<file path="src/rtl/msc_pkg.sv">
package msc_pkg;

  typedef enum logic [2:0] {
    PH_IDLE,
    PH_LOAD,
    PH_WARM,
    PH_OUT,
    PH_DONE
  } phase_e;

  function automatic logic maj3(input logic a, input logic b, input logic c);
    return (a & b) | (a & c) | (b & c);
  endfunction

endpackage

</file>
<file path="src/rtl/msc_lfsr.sv">
module msc_lfsr #(
  parameter int unsigned LEN = 19,
  parameter logic [LEN-1:0] TAPS = '0,
  parameter int unsigned CB = 8
) (
  input  logic           clk,
  input  logic           rst_n,
  input  logic           clr,
  input  logic           adv,
  input  logic           inj,
  output logic [LEN-1:0] state,
  output logic           cbit,
  output logic           msb_now,
  output logic           msb_moved
);

  logic fb;

  // feedback: parity of the tapped bits, plus the injected load bit
  assign fb = (^(state & TAPS)) ^ inj;

  always_ff @(posedge clk or negedge rst_n) begin
    if (!rst_n) begin
      state <= '0;
    end else if (clr) begin
      state <= '0;
    end else if (adv) begin
      state <= {state[LEN-2:0], fb};
    end
  end

  assign cbit      = state[CB];
  assign msb_now   = state[LEN-1];
  assign msb_moved = state[LEN-2];

endmodule

</file>
<file path="src/rtl/msc_vote.sv">
module msc_vote #(
  parameter int unsigned N = 3
) (
  input  logic [N-1:0] cb,
  output logic [N-1:0] move
);

  logic m;

  assign m = msc_pkg::maj3(cb[0], cb[1], cb[2]);

  for (genvar i = 0; i < N; i++) begin : g_agree
    assign move[i] = ~(cb[i] ^ m);
  end

endmodule

</file>
<file path="src/rtl/msc_seq.sv">
module msc_seq #(
  parameter int unsigned LOAD_N = 86,
  parameter int unsigned WARM_N = 100,
  parameter int unsigned OUT_N  = 228,
  parameter int unsigned CNT_W  = 8,
  parameter int unsigned LD_W   = 7
) (
  input  logic                clk,
  input  logic                rst_n,
  input  logic                en,
  input  logic                start,
  input  logic                fire,
  output msc_pkg::phase_e     phase,
  output logic                accept,
  output logic [LD_W-1:0]     ld_idx
);

  import msc_pkg::*;

  logic [CNT_W-1:0] cnt;

  assign accept = en && start && (phase == PH_IDLE || phase == PH_DONE);
  assign ld_idx = cnt[LD_W-1:0];

  always_ff @(posedge clk or negedge rst_n) begin
    if (!rst_n) begin
      phase <= PH_IDLE;
      cnt   <= '0;
    end else begin
      unique case (phase)
        PH_IDLE, PH_DONE: begin
          if (accept) begin
            phase <= PH_LOAD;
            cnt   <= '0;
          end
        end
        PH_LOAD: begin
          if (en) begin
            if (cnt == CNT_W'(LOAD_N - 1)) begin
              phase <= PH_WARM;
              cnt   <= '0;
            end else begin
              cnt <= cnt + 1'b1;
            end
          end
        end
        PH_WARM: begin
          if (en) begin
            if (cnt == CNT_W'(WARM_N - 1)) begin
              phase <= PH_OUT;
              cnt   <= '0;
            end else begin
              cnt <= cnt + 1'b1;
            end
          end
        end
        PH_OUT: begin
          if (fire) begin
            if (cnt == CNT_W'(OUT_N - 1)) begin
              phase <= PH_DONE;
              cnt   <= '0;
            end else begin
              cnt <= cnt + 1'b1;
            end
          end
        end
        default: begin
          phase <= PH_IDLE;
          cnt   <= '0;
        end
      endcase
    end
  end

endmodule

</file>
<file path="src/rtl/msc_keystream_gen.sv">
module msc_keystream_gen #(
  parameter int unsigned KEY_W  = 64,
  parameter int unsigned IV_W   = 22,
  parameter int unsigned WARM_N = 100,
  parameter int unsigned OUT_N  = 228,
  parameter int unsigned L1     = 19,
  parameter int unsigned L2     = 22,
  parameter int unsigned L3     = 23,
  parameter logic [L1-1:0] TAP1 = 19'h72000,
  parameter logic [L2-1:0] TAP2 = 22'h300000,
  parameter logic [L3-1:0] TAP3 = 23'h700080,
  parameter int unsigned CB1    = 8,
  parameter int unsigned CB2    = 10,
  parameter int unsigned CB3    = 10
) (
  input  logic             clk,
  input  logic             rst_n,
  input  logic             start,
  input  logic             en,
  input  logic [KEY_W-1:0] key,
  input  logic [IV_W-1:0]  iv,
  input  logic             ks_ready,
  output logic             ks_bit,
  output logic             ks_valid,
  output logic             done
);

  import msc_pkg::*;

  localparam int unsigned LOAD_N = KEY_W + IV_W;
  localparam int unsigned LD_W   = $clog2(LOAD_N);
  localparam int unsigned MAX_A  = (LOAD_N > WARM_N) ? LOAD_N : WARM_N;
  localparam int unsigned MAX_N  = (MAX_A > OUT_N) ? MAX_A : OUT_N;
  localparam int unsigned CNT_W  = $clog2(MAX_N);

  phase_e          phase;
  logic            accept;
  logic [LD_W-1:0] ld_idx;
  logic            ph_load, ph_warm, ph_out;
  logic            fire;
  logic            ld_bit;
  logic [LOAD_N-1:0] load_vec;
  logic [2:0]      cb, move, adv, now_msb, moved_msb, out_msb;
  logic            inj;

  logic [L1-1:0] s1;
  logic [L2-1:0] s2;
  logic [L3-1:0] s3;

  msc_seq #(
    .LOAD_N(LOAD_N), .WARM_N(WARM_N), .OUT_N(OUT_N),
    .CNT_W(CNT_W), .LD_W(LD_W)
  ) u_seq (
    .clk(clk), .rst_n(rst_n), .en(en), .start(start), .fire(fire),
    .phase(phase), .accept(accept), .ld_idx(ld_idx)
  );

  assign ph_load = (phase == PH_LOAD);
  assign ph_warm = (phase == PH_WARM);
  assign ph_out  = (phase == PH_OUT);

  // key first, least significant bit first, then the frame vector
  assign load_vec = {iv, key};
  assign ld_bit   = load_vec[ld_idx];
  assign inj      = ph_load & ld_bit;

  msc_vote #(.N(3)) u_vote (.cb(cb), .move(move));

  always_comb begin
    if (ph_load && en)            adv = 3'b111;
    else if ((ph_warm && en) || fire) adv = move;
    else                          adv = 3'b000;
  end

  msc_lfsr #(.LEN(L1), .TAPS(TAP1), .CB(CB1)) u_r1 (
    .clk(clk), .rst_n(rst_n), .clr(accept), .adv(adv[0]), .inj(inj),
    .state(s1), .cbit(cb[0]), .msb_now(now_msb[0]), .msb_moved(moved_msb[0])
  );

  msc_lfsr #(.LEN(L2), .TAPS(TAP2), .CB(CB2)) u_r2 (
    .clk(clk), .rst_n(rst_n), .clr(accept), .adv(adv[1]), .inj(inj),
    .state(s2), .cbit(cb[1]), .msb_now(now_msb[1]), .msb_moved(moved_msb[1])
  );

  msc_lfsr #(.LEN(L3), .TAPS(TAP3), .CB(CB3)) u_r3 (
    .clk(clk), .rst_n(rst_n), .clr(accept), .adv(adv[2]), .inj(inj),
    .state(s3), .cbit(cb[2]), .msb_now(now_msb[2]), .msb_moved(moved_msb[2])
  );

  // offered bit reflects the state after this step's majority advance
  for (genvar i = 0; i < 3; i++) begin : g_msb
    assign out_msb[i] = move[i] ? moved_msb[i] : now_msb[i];
  end

  assign ks_valid = ph_out & en;
  assign fire     = ks_valid & ks_ready;
  assign ks_bit   = ks_valid & (^out_msb);
  assign done     = (phase == PH_DONE);

endmodule

</file>
<file path="config.mk">
export PLATFORM = sky130hd
export DESIGN_NAME = msc_keystream_gen
export DESIGN_NICKNAME = d
export VERILOG_FILES = /design/src/rtl/msc_pkg.sv /design/src/rtl/msc_lfsr.sv /design/src/rtl/msc_vote.sv /design/src/rtl/msc_seq.sv /design/src/rtl/msc_keystream_gen.sv
export SDC_FILE = /design/constraint.sdc
export NUM_CORES = 1
export LEC_CHECK = 0
export BUFFER_PORTS_ARGS = -buffer_cell sky130_fd_sc_hd__buf_2
export CAP_MARGIN = 20
export CORE_MARGIN = 5
export CORE_UTILIZATION = 57
export CTS_BUF_LIST = sky130_fd_sc_hd__clkbuf_2 sky130_fd_sc_hd__clkbuf_4 sky130_fd_sc_hd__clkbuf_8
export DETAILED_ROUTE_END_ITERATION = 7
export GPL_TIMING_DRIVEN = 0
export HOLD_SLACK_MARGIN = 0.05
export PLACE_DENSITY = 0.95
export SLEW_MARGIN = 30
export SYNTH_ARGS = -nofsm -noshare
export SYNTH_HDL_FRONTEND = slang
export SYNTH_SLANG_ARGS = --single-unit
</file>
<file path="constraint.sdc">
create_clock -name clk -period 2.8 [get_ports clk]
set_clock_uncertainty 0.05 [all_clocks]
set_input_delay 0.42 -clock clk [delete_from_list [all_inputs] [get_ports clk]]
set_output_delay 0.42 -clock clk [all_outputs]
set_load 0.005 [all_outputs]
</file>
==> metrics.md <==
| Metric | Value |
|---|---|
| Final Hold Vio Count | 0 |
| Setup Viol. Count Final | 0 |
| Data required time at the worst endpoint | 3.06 ns |
| Antenna Violating Nets Remaining | 0 |
| WP data arrival | 2.88 ns |
| Starting Density | 58.8% |
| XOR/XNOR share of the synthesized area | 2.05% |
| Die ar. | 9320 um2 |
| Compound-gate portion of the synthesized area | 10.3% |
| Sequential fraction of the synthesis area | 44.0% |
| Final-stage net count | 664 |
| Dpl hpwl | 8150 um |
| Share of layout cells above drive strength 1 | 25.0% |
| Synth area leader | dfrtp_1 |
| I/O pin total | 94 |
| Slew headroom | 52.1% |
| Setup crit end kind | flip-flop |
| Clock buffer depth | 2 |
| Final worst setup slack | 0.179 ns |
| Fmax | 382 MHz |
| Reg2reg setup slack | 0.18 ns |
| Final worst-path cycle share | 93.6% |
| M1 WL | 4330 um |
| Yosys synthesis warning count | 0 |
| Post-synthesis mux area share | 15.0% |
| Mapped Cells | 465 |
| First-pass GRT wire length | 18700 um |
| ANT cells | 0 |
| Async set-reset flop share out of synthesis | 100% |
| Via Count | 4069 |
| Post-synth EDFFs | 0 |
| Hold WC Path Type | reg -> reg |
| Worst path cell trace | buf_6 -> mux4_1 -> mux2i_1 -> nor3b_1 -> o31ai_2 -> nand4_1 -> nor3_1 -> a211o_1 |
| Mapped Avg Cell Area | 9.18 um2 |
| Synth top cells by count | nand2_1 (146), dfrtp_1 (75), nand3_1 (48) |
| Vias per Instance | 6.03 |
| CP max FO | 10 |
| Simple-Gate Fraction of Synth Area | 24.3% |
| Most numerous cell in the Yosys netlist | nand2_1 |
| Power per cell area | 868 nW/um2 |
| Peak VDD IR | 0.339 mV |
| Mapped Nets | 558 |
| Yosys reg bits | 75 |
| R2R Path End | u_r3.state[0] |
| Clk sinks | 75 |
| Die Height | 96.5 um |
| H-tree level count | 3 |
| WL met2 | 5740 um |
| Clock Latency Late Sink | 0.37 ns |
| MaxCap Viol Count | 0 |
| Root Driver | clkbuf_8 |
| Met3 WL | 741 um |
| Synthesis-to-layout area growth | 19.5% |
| Max Used Layer | met4 |
| Initial DRC count | 408 |
| Detailed Routing Iterations Pass 1 | 6 |
| Reg2reg start | u_seq.cnt[0] |
| Synth top area cells | dfrtp_1 (44%), nand2_1 (13%), mux4_2 (6.3%) |
| Ys flop type | dfrtp_1 |
| Largest net degree at the start of global routing | 47 |
| Beginning of the critical path | u_seq.cnt[0] |
| Largest family of logic cells by synthesized area | simple AND/OR/NAND/NOR gates |
| Rows | 31 |
| GRT Residual Overflow | 0 |
| Gpl congestion | 0.875 |
| Antenna violations before repair | 0 |
| Hold WS | 0.421 ns |
| CTS tree | yes |
| Chip Width | 96.5 um |
| CP Class | reg -> reg |
| Vias in the first global route | 4050 |
| Worst path slowest cell | mux4_1 |
| Layout filler cell count | 499 |
| Leak Pwr | 2.48 nW |
| Outcome | finished clean |
| Tot Pwr | 4.43 mW |
| Worst Tran Pin Value | 0.714 ns |
| Clock-pin slew on the worst setup and hold paths | 0.09 ns |
| R2R cell count | 8 |
| Max stage delay on crit path | 0.59 ns |
| GRT Resource Usage Total | 25.7% |
| WL/cell | 16.5 um |
| Tmin final | 2.62 ns |
| Final WL | 11200 um |
| Multi-input gate area | 2240 um2 |
| Area share of fa/ha/maj cells after synthesis | 0.586% |
| Synth top area share | 44.0% |
| Core area | 7250 um2 |
| CTS Buf Count | 9 |
| Detailed-route DRC error count | 0 |
| Synthesized area | 4270 um2 |
| Reg area | 1880 um2 |
| Fin. max-slew vios | 0 |
| Critical path endpoint | u_r3.state[0] |
| Port Buffers | 93 |
| Nature of the critical path startpoint | flip-flop |
| DP Worst Slack | 0.221 ns |
| Cell variety after synth | 53 |
repair_timing:
item | CTS | global route
hold buffers | 1 | 0
hold endpoints to repair | 29 | 0
setup buffers | 0 | 0
gates resized for setup | 0 | 7
endpoints found under the setup margin | 0 | 4
critical path: cells and delay by family (launching register included):
family,cells,cell delay (ns)
flops,1,0.44
simple gates,3,0.62
compound gates,2,0.44
mux,2,0.81
buf+inv,1,0.20
sequential cells by signal, indices dropped and copies added, names as in the netlist:
signal / cells
u_r1.state: 19
u_seq.cnt: 8
u_seq.phase: 3
u_r2.state: 22
u_r3.state: 23
worst min-delay path by stage:
stage,slack [ns],endpoint,from,depth (start not counted)
global route,0.45,u_r3.state[17],u_r3.state[17],2
CTS,0.43,u_r1.state[6],u_r1.state[6],2
detailed placement,0.32,u_r2.state[7],rst_n,1
global placement,0.40,u_r3.state[18],u_r3.state[18],2
finish,0.42,u_r3.state[18],u_r3.state[18],2
floorplan,0.07,u_r1.state[0],rst_n,0
per-stage QoR:
step | util, % | TNS [ns] | cell area (um2) | cells
detailed placement | 67.3 | 0 | 4880 | 658
floorplan | - | 0 | 4270 | 465
finish | 70.3 | 0 | 5100 | 675
CTS | 70.1 | 0 | 5080 | 675
global route | 70.3 | -0.000645 | 5100 | 675
global placement | 67.0 | 0 | 4860 | 657
routing by layer:
| metal | GRT usage [%] | up-vias |
|---|---|---|
| met1 | 32.7 | 1974 |
| met3 | 4.03 | 41 |
| met5 | 0 | - |
| met2 | 43.4 | 213 |
| li1 | - | 1841 |
| met4 | 11.3 | 0 |
cell families (layout without fill, tap and decap cells):
family          after synthesis  count (layout)
flops                        75              75
xor+xnor                     10              10
fa+ha+maj                     2               2
compound gates               66              66
buf+inv                      36             147
simple gates                238             238
mux                          38              38
report_power, final:
group	switching, mW	internal, mW
clock network	0.467	0.345
logic	1.15	0.793
registers	0.246	1.42
area by class of cell:
| cell class | count | area share, % |
|---|---|---|
| Buffer | 31 | 2.80 |
| Clock buffer | 9 | 2.43 |
| Clock inverter | 7 | 1.37 |
| Inverter | 5 | 0.368 |
| Multi-Input combinational cell | 354 | 44.0 |
| Sequential cell | 75 | 36.8 |
| Tap cell | 99 | 2.43 |
| Timing Repair Buffer | 95 | 9.77 |
layout by cell type, fill, tap and decap left out, types with 2 or more instances in the layout:
cell type	netlist	routed
dfrtp_1	75	74
mux2i_1	15	15
buf_2	5	97
ha_1	2	2
nor2b_1	4	4
nand4_1	3	3
inv_1	4	4
o22ai_1	2	2
nor4_1	2	2
clkbuf_1	22	21
o41ai_1	2	2
o31ai_1	5	4
buf_6	2	2
o21ai_0	30	29
a21oi_1	5	4
nand2_1	146	146
a211o_1	4	4
o21a_1	2	2
nand3_1	48	48
mux4_1	6	6
xnor2_1	9	9
clkbuf_8	0	9
o21ai_1	3	3
o21ai_2	1	2
inv_6	0	3
nand2b_1	8	8
nor2_1	12	12
mux2_2	4	4
buf_4	1	2
mux4_2	12	12
nor3_1	7	7
(Power assumes the default switching activity.)
